==> src/rtl/brk_cmp_pkg.sv <==
package brk_cmp_pkg;
  // Strobes from the decoder to the storage/compare datapath.
  typedef struct packed {
    logic entryWr;   // write to an entry lane
    logic globalWr;  // write to the global enable
    logic entryRd;   // read of an entry lane
    logic globalRd;  // read of the global enable
  } ctlStrobes_t;
endpackage

==> src/rtl/brk_cmp_ctrl.sv <==
module brk_cmp_ctrl
  import brk_cmp_pkg::*;
#(
  parameter int ADDR_W      = 24,
  parameter int NUM_ENTRIES = 32,
  parameter logic [ADDR_W-9:0] WIN_TAG = '1
) (
  input  logic                           clk,
  input  logic                           rstN,
  input  logic [ADDR_W-1:0]              busAddr,
  input  logic                           busStrobe,
  input  logic                           busWrite,
  input  logic                           romSel,
  input  logic                           matchAny,
  input  logic                           globalEn,
  output ctlStrobes_t                    strobes,
  output logic [$clog2(NUM_ENTRIES)-1:0] regIdx,
  output logic [1:0]                     regLane,
  output logic                           irqReq
);
  localparam int IDX_W = $clog2(NUM_ENTRIES);
  localparam logic [8:0] GLOBAL_OFF = 9'(NUM_ENTRIES * 4);

  logic       inWindow;
  logic [7:0] offset;
  logic       entryHit;
  logic       globalHit;
  logic       qualHit;
  logic       firedQ;

  assign offset    = busAddr[7:0];
  assign inWindow  = (busAddr[ADDR_W-1:8] == WIN_TAG);
  assign entryHit  = inWindow && ({1'b0, offset} < GLOBAL_OFF);
  assign globalHit = inWindow && ({1'b0, offset} == GLOBAL_OFF);
  assign regIdx    = offset[IDX_W+1:2];
  assign regLane   = offset[1:0];

  always_comb begin
    strobes.entryWr  = busStrobe && busWrite && entryHit;
    strobes.globalWr = busStrobe && busWrite && globalHit;
    strobes.entryRd  = busStrobe && !busWrite && entryHit;
    strobes.globalRd = busStrobe && !busWrite && globalHit;
  end

  // One pulse per bus cycle: firedQ remembers a request until the strobe drops.
  assign qualHit = busStrobe && romSel && matchAny;

  always_ff @(posedge clk) begin
    if (!rstN) begin
      firedQ <= 1'b0;
      irqReq <= 1'b0;
    end else begin
      irqReq <= qualHit && !firedQ;
      firedQ <= busStrobe && (firedQ || qualHit);
    end
  end

  a_r5_single_pulse: assert property (@(posedge clk) disable iff (!rstN)
    irqReq |=> !irqReq);
  a_r7_rom_qualified: assert property (@(posedge clk) disable iff (!rstN)
    irqReq |-> $past(busStrobe && romSel));
  a_r6_global_gate: assert property (@(posedge clk) disable iff (!rstN)
    irqReq |-> $past(globalEn));
endmodule

==> src/rtl/brk_cmp_dpath.sv <==
module brk_cmp_dpath
  import brk_cmp_pkg::*;
#(
  parameter int ADDR_W      = 24,
  parameter int NUM_ENTRIES = 32,
  parameter int REGION_MSB  = 19,
  parameter int IGNORE_LSB  = 2
) (
  input  logic                           clk,
  input  logic                           rstN,
  input  logic [ADDR_W-1:0]              busAddr,
  input  logic [7:0]                     wrData,
  input  ctlStrobes_t                    strobes,
  input  logic [$clog2(NUM_ENTRIES)-1:0] regIdx,
  input  logic [1:0]                     regLane,
  output logic [7:0]                     rdData,
  output logic                           matchAny,
  output logic                           globalEn
);
  localparam logic [ADDR_W-1:0] KEEP_MASK = ADDR_W'(
    ((64'd1 << (REGION_MSB + 1)) - 64'd1) & ~((64'd1 << IGNORE_LSB) - 64'd1));
  localparam logic [7:0] MASK_HI  = KEEP_MASK[ADDR_W-1 -: 8];
  localparam logic [7:0] MASK_MID = KEEP_MASK[ADDR_W-9 -: 8];
  localparam logic [7:0] MASK_LO  = KEEP_MASK[7:0];

  logic [ADDR_W-1:0]      entryAddr [NUM_ENTRIES];
  logic [NUM_ENTRIES-1:0] entryEn;
  logic [NUM_ENTRIES-1:0] hitVec;
  logic                   globalEnQ;

  for (genvar i = 0; i < NUM_ENTRIES; i++) begin : g_entry
    logic sel;
    assign sel = strobes.entryWr && (regIdx == i);

    always_ff @(posedge clk) begin
      if (!rstN) begin
        entryAddr[i] <= '0;
        entryEn[i]   <= 1'b0;
      end else if (sel) begin
        case (regLane)
          2'd0:    entryAddr[i][ADDR_W-1 -: 8] <= wrData & MASK_HI;
          2'd1:    entryAddr[i][ADDR_W-9 -: 8] <= wrData & MASK_MID;
          2'd2:    entryAddr[i][7:0]           <= wrData & MASK_LO;
          default: entryEn[i]                  <= wrData[7];
        endcase
      end
    end

    assign hitVec[i] = entryEn[i] && (((entryAddr[i] ^ busAddr) & KEEP_MASK) == '0);
  end

  always_ff @(posedge clk) begin
    if (!rstN)                 globalEnQ <= 1'b0;
    else if (strobes.globalWr) globalEnQ <= wrData[0];
  end

  assign globalEn = globalEnQ;
  assign matchAny = globalEnQ && (|hitVec);

  always_comb begin
    rdData = 8'h00;
    if (strobes.entryRd) begin
      case (regLane)
        2'd0:    rdData = entryAddr[regIdx][ADDR_W-1 -: 8];
        2'd1:    rdData = entryAddr[regIdx][ADDR_W-9 -: 8];
        2'd2:    rdData = entryAddr[regIdx][7:0];
        default: rdData = {entryEn[regIdx], 7'b0};
      endcase
    end else if (strobes.globalRd) begin
      rdData = {7'b0, globalEnQ};
    end
  end

  a_r2_enable_lands: assert property (@(posedge clk) disable iff (!rstN)
    (strobes.entryWr && regLane == 2'd3) |=> entryEn[$past(regIdx)] == $past(wrData[7]));
  a_r6_cleared_blocks: assert property (@(posedge clk) disable iff (!rstN)
    (strobes.globalWr && !wrData[0]) |=> !matchAny);
endmodule

==> src/rtl/brk_cmp_bank.sv <==
module brk_cmp_bank
  import brk_cmp_pkg::*;
#(
  parameter int ADDR_W      = 24,
  parameter int NUM_ENTRIES = 32,
  parameter int REGION_MSB  = 19,
  parameter int IGNORE_LSB  = 2
) (
  input  logic              clk,
  input  logic              rstN,
  input  logic [ADDR_W-1:0] busAddr,
  input  logic              busStrobe,
  input  logic              busWrite,
  input  logic              romSel,
  input  logic [7:0]        wrData,
  output logic [7:0]        rdData,
  output logic              irqReq
);
  localparam int IDX_W = $clog2(NUM_ENTRIES);

  ctlStrobes_t      strobes;
  logic [IDX_W-1:0] regIdx;
  logic [1:0]       regLane;
  logic             matchAny;
  logic             globalEn;

  brk_cmp_ctrl #(
    .ADDR_W(ADDR_W), .NUM_ENTRIES(NUM_ENTRIES)
  ) u_ctrl (
    .clk(clk), .rstN(rstN), .busAddr(busAddr), .busStrobe(busStrobe),
    .busWrite(busWrite), .romSel(romSel), .matchAny(matchAny),
    .globalEn(globalEn), .strobes(strobes), .regIdx(regIdx),
    .regLane(regLane), .irqReq(irqReq)
  );

  brk_cmp_dpath #(
    .ADDR_W(ADDR_W), .NUM_ENTRIES(NUM_ENTRIES),
    .REGION_MSB(REGION_MSB), .IGNORE_LSB(IGNORE_LSB)
  ) u_dpath (
    .clk(clk), .rstN(rstN), .busAddr(busAddr), .wrData(wrData),
    .strobes(strobes), .regIdx(regIdx), .regLane(regLane),
    .rdData(rdData), .matchAny(matchAny), .globalEn(globalEn)
  );
endmodule

==> config.mk <==
export PLATFORM = sky130hd
export DESIGN_NAME = brk_cmp_bank
export DESIGN_NICKNAME = d
export VERILOG_FILES = /design/src/rtl/brk_cmp_pkg.sv /design/src/rtl/brk_cmp_ctrl.sv /design/src/rtl/brk_cmp_dpath.sv /design/src/rtl/brk_cmp_bank.sv
export SDC_FILE = /design/constraint.sdc
export NUM_CORES = 2
export LEC_CHECK = 0
export CAP_MARGIN = 20
export CORE_MARGIN = 1.5
export CORE_UTILIZATION = 30
export DETAILED_ROUTE_END_ITERATION = 10
export DONT_BUFFER_PORTS = 1
export GPL_TIMING_DRIVEN = 0
export SLEW_MARGIN = 20
export SYNTH_ARGS = -nofsm -noshare
export SYNTH_HDL_FRONTEND = slang
export SYNTH_SLANG_ARGS = --single-unit
==> constraint.sdc <==
create_clock -name clk -period 2.85 [get_ports clk]
set_clock_uncertainty 0.2 [all_clocks]
set_input_delay 0.1425 -clock clk [delete_from_list [all_inputs] [get_ports clk]]
set_output_delay 0.1425 -clock clk [all_outputs]
set_load 0.02 [all_outputs]
# Yosys cells after proc, flatten, opt, wreduce, memory -nomap -nowiden
# Memories as Yosys holds them, arrays and structs flattened.
# Index checks and enable logic that the tools add are counted.
[word_totals]
ff_bits = 35
mem_bits_rw = 576
output_inout_bits = 9
elab_cells = 743
memories = 1
[op_classes]
order_cmp = 2
n_eq_ne = 35
n_mux = 393
n_bitwise = 129
reduce_logical = 148
[mem_list]
columns = ["name", "depth", "word_bits", "read_ports", "rd_ports_with_merged_regs", "wr", "line", "rtl"]
rows = [
  ["u_dpath.entryAddr", 32, 18, 33, 0, 32, "brk_cmp_dpath.sv:26", "logic [ADDR_W-1:0] entryAddr [NUM_ENTRIES];"],
]
[op_table]
columns = ["op", "n"]
rows = [
  ["$logic_not A24 Y1", 32],
  ["$xor A20 B20 Y20", 32],
  ["$mux W1", 294],
  ["$mux W8", 33],
  ["$mux W6", 32],
  ["$mux W4", 32],
  ["$or A1 B1 Y1", 96],
  ["$eq A5 B5 Y1 const B", 16],
  ["$logic_and A1 B1 Y1", 77],
  ["$reduce_and A2 Y1", 32],
  ["$eq A5 B4 Y1 const B", 8],
  ["$reduce_or A32 Y1", 1],
  ["$pmux W8 S3", 1],
  ["$eq A5 B3 Y1 const B", 4],
  ["$eq A16 B16 Y1 const B", 1],
  ["$eq A5 B2 Y1 const B", 2],
  ["$eq A8 B8 Y1 const B", 1],
  ["$lt A8 B8 Y1 const B", 1],
  ["$lt A5 B6 Y1 const B", 1],
  ["$bmux W1 S5", 1],
  ["$eq A5 B1 Y1 const B", 1],
  ["$logic_not A5 Y1", 1],
  ["$reduce_or A3 Y1", 1],
  ["$eq A2 B1 Y1 const B", 1],
  ["5 further kinds", 6],
]

# Longest topological paths before layout
# An unclocked memory read counts as a cell.
[depth]
depth_word = 9
mapped_depth = 11

# Cells and area by module
# From an unflattened synthesis, not the netlist that was laid out.
[unflattened]
hier_cells = 2894
hier_area_um2 = 35556.6
[modules_own_cells]
columns = ["mod", "instances", "cells_per_inst", "area_each_um2", "seq_area_each_um2"]
rows = [
  ["brk_cmp_dpath", 1, 2864, 35328.9, 17957.2],
  ["brk_cmp_ctrl", 1, 30, 227.7, 40.0],
]

# Worst setup path after synthesis
# Ideal clock, no wire load.
[synth_path]
kind = "input port to flip-flop"
start = "input busAddr[10]"
end = "memory u_dpath.entryAddr[4][10] (netlist name), enable pin"
setup_ns = 0.384
t_arrival_ns = 2.392
t_required_ns = 2.266
slack_ns = -0.126
cell_stages = 9
cell_sequence = "buf_2 > nand4_1 > nor4_1 > nand4_1 > or4b_4 > nor2_4 > nand2_1 > buf_2 > o21ai_0"
[synth_lines]
columns = ["item", "line", "rtl"]
rows = [
  ["start: declaration", "brk_cmp_bank.sv:11", "input logic [ADDR_W-1:0] busAddr,"],
  ["end: declaration", "brk_cmp_dpath.sv:26", ""],
]

==> impl_metrics.py <==
metrics = {
    "worst_setup_path": {
        "cpMaxStageDelayCell": "mux4_2",
        "r2r_slack_ps": -190,
        "crit_path_max_incr_delay_ps": 570,
        "cpMostUsedCell": "mux4_2",
        "r2r-start": "u_dpath.entryAddr[10][12]",
        "critPathMaxFanout": 2,
        "critPathArrivalTime_ps": 3000,
        "crit_type": "register to output pin",
        "crit_end": "rdData[3]",
        "crit_chain": "mux4_2, mux4_2, mux2i_4, o21ai_2, a22oi_2, o32ai_4",
        "cp-end-kind": "output pin",
        "rr_worst_depth": 7,
        "reg2reg_to": "u_ctrl.irqReq",
        "crit_path_start": "u_dpath.entryAddr[26][17]",
        "worstPathRequired_ps": 2510,
        "start_kind": "register",
    },
    "floorplan": {
        "fp.dieArea_um2": 115000,
        "std_cell_rows": 123,
        "initial_core_util": 0.302,
        "die_w_um": 339,
        "ios": 46,
        "design.core.area_um2": 112000,
        "die_y_um": 339,
    },
    "timing": {
        "slew_headroom": 0.115,
        "period_needed_ps": 3350,
        "max_clock_freq_mhz": 299,
        "tightest_slew_ps": 1330,
        "tns_ps": -4030,
        "drv_slew": 0,
        "rsz0062_at_grt": "true",
        "hold_viol_final": 0,
        "setup_viol": 45,
        "layout_setup_ws_ps": -497,
        "fin_crit_sh": 1.17,
    },
    "cts": {
        "clkLatencyLatePin_ps": 660,
        "cts_buffers": 69,
        "ctsHtreeMaxLevel": 3,
        "clockRootBuffer": "clkbuf_16",
        "cts_tree": "yes",
        "clock_sinks": 611,
        "clkTransAtPathRegs_ps": 70,
        "cts_buffer_depth": 3,
    },
    "layout": {
        "layout_common_cells": "nor2_1, edfxtp_1, xnor2_1",
        "nNetsFinal": 2991,
        "stdcell_count": 4514,
        "area_growth_syn_to_layout_pct": 19.2,
        "nFillCells": 11100,
        "final_common_cell": "nor2_1",
        "final_area_um2": 40500,
        "layout-drive-gt1-share": 0.225,
    },
    "worst_hold_path": {
        "hp-class": "input pin to register",
    },
    "grt": {
        "grt_pass1_vias": 25300,
        "grt_pass1_wl_um": 238000,
        "grt_overflow": 0,
        "grt_util_all_layers": 0.313,
        "grt_max_degree": 15,
        "antenna_found_initial": 14,
    },
    "synthesis": {
        "syn-instance-count": 2793,
        "ys_types": 40,
        "yosys_warnings": 0,
        "syn_area_um2": 34000,
        "syn_nets": 2830,
        "synth_seq_cells": 611,
        "yosysSeqAreaShare": 0.530,
        "syn_avg_cell_area_um2": 12.2,
    },
    "power_and_ir_drop": {
        "cell_internal_pwr_mw": 16.7,
        "p_sw_frac": 0.294,
        "p_leak_nw": 12.1,
        "switchingPower_mw": 6.93,
        "combPwrFrac": 0.161,
        "p_seq_frac": 0.452,
        "p_per_area_nw_per_um2": 583,
        "peakVddDrop_uv": 413,
        "p_clk_frac": 0.387,
    },
    "routing": {
        "vias": 27700,
        "antenna_left": 0,
        "wl_um": 185000,
        "vias_per_cell": 6.13,
        "drt_iter0_drc": 5225,
        "first_pass_iters": 6,
        "drc_errors": 0,
        "drt-wirelength-per-cell_um": 41.0,
    },
    "placed_design": {
        "dp_cells": 4295,
        "portBuffers": 0,
        "dp_slack_ps": -2340,
        "dp.final_hpwl_um": 142000,
        "place_congestion": 1.09,
        "place_area_um2": 35900,
    },
    "job": {
        "maxCapViolCount": 0,
    },
    "outcome": {
        "violations": "negative setup slack",
        "outcome": "finished, violations left",
    },
}
==> cell usage after synthesis <==
cell type	n	area, um^2
nor3b_1	1	7.51
nor3_1	37	185
or4b_4	1	13.8
buf_2	110	551
nand4b_1	2	17.5
nor2_4	3	33.8
mux2i_1	41	410
a31oi_1	1	6.26
nand3b_1	3	22.5
buf_6	2	22.5
o211ai_1	1	7.51
mux2_2	5	56.3
nand2b_1	5	31.3
nor2_1	629	2360
nor2b_1	9	56.3
clkinv_1	1	3.75
o32ai_1	1	8.76
a221oi_1	2	17.5
and2_1	1	6.26
a21oi_1	3	15.0
nand4bb_1	1	11.3
nor2_2	1	6.26
a22oi_1	17	128
nand4_1	138	863
buf_4	13	97.6
edfxtp_1	576	17300
nand3_1	14	70.1
buf_1	7	26.3
nor4_1	34	213
o21ai_1	28	140
xor2_1	96	841
mux4_2	190	4280
dfxtp_1	35	701
clkbuf_1	144	541
xnor2_1	480	4200
o221ai_1	1	8.76
nand2_1	81	304
o21ai_0	75	375
o22a_1	2	17.5
or2_2	2	12.5
==> what timing repair did <==
item,in CTS,in global routing
hold buffers,24,0
setup buffers,29,35
pin swaps,19,31
endpoints found under the hold margin,66,0
resized for setup,289,149
setup endpoints to repair,1158,526
==> power groups by stage <==
stage | combinational, mW | sequential [mW] | clock [mW]
floorplan | 1.81 | 10.6 | 0
global placement | 3.21 | 10.8 | 0
detailed placement | 3.20 | 10.8 | 0
CTS | 3.43 | 10.6 | 9.05
global route | 3.71 | 10.7 | 9.34
finish | 3.80 | 10.7 | 9.14
==> flip-flops by register name (all words and copies together) (netlist names) <==
name / count
u_dpath.globalEn: 1
u_ctrl.firedQ: 1
u_dpath.entryAddr: 576
u_dpath.entryEn: 32
u_ctrl.irqReq: 1
==> how the worst min path moves through the flow <==
stage / startpoint / endpoint / slack [ps] / depth (start not counted)
after CTS: wrData[2] / u_dpath.entryAddr[16][16] / 7 / 2
final: wrData[2] / u_dpath.entryAddr[16][16] / 70 / 2
after global placement: busStrobe / u_ctrl.firedQ / 90 / 2
after detailed placement: busStrobe / u_ctrl.firedQ / 90 / 2
after floorplan: busStrobe / u_ctrl.firedQ / 70 / 2
after global routing: wrData[2] / u_dpath.entryAddr[16][16] / 30 / 2
==> layer usage <==
layer,GRT usage,up-vias,share of wire
li1,-,10300,-
met1,0.402,14000,0.36
met2,0.440,2695,0.41
met3,0.132,588,0.16
met4,0.176,10,0.069
met5,0,-,0.00074
==> logic make-up (layout without fill, tap and decap cells) <==
group           count (synthesis)  count (layout)  synth area share
compound gates                131             131            0.0213
buf+inv                       277             488            0.0365
simple gates                  962             962             0.124
xor+xnor                      576             576             0.149
other cells                     0              10                 0
mux                           236             236             0.140
flops                         611             611             0.530
==> critical path, delay by kind of cell, from the launching register on <==
kind	cells	cell delay (ps)
muxes	3	1380
DFF	1	490
AOI/OAI and AO/OA	3	470
==> cell type report <==
class	instances	area, um^2	share of cell area
sequential	611	18000	0.444
multi-input combinational	1905	15700	0.389
clock buffer	87	1920	0.0474
tap	1500	1880	0.0463
buffer	276	1650	0.0407
timing repair buffer	90	1000	0.0247
clock inverter	34	282	0.00695
antenna	10	25.0	0.000618
inverter	1	3.75	0.0000927
==> through the flow <==
step | hold WS [ps] | total power [mW] | util
after global routing | 33.1 | 23.7 | 0.360
after CTS | 7.27 | 23.1 | 0.352
final | 72.1 | 23.6 | 0.360
after floorplan | 72.9 | 12.4 | -
after global placement | 86.9 | 14.1 | 0.319
after detailed placement | 94.1 | 14.0 | 0.319
Note: power is estimated with default switching activity, not from simulation.
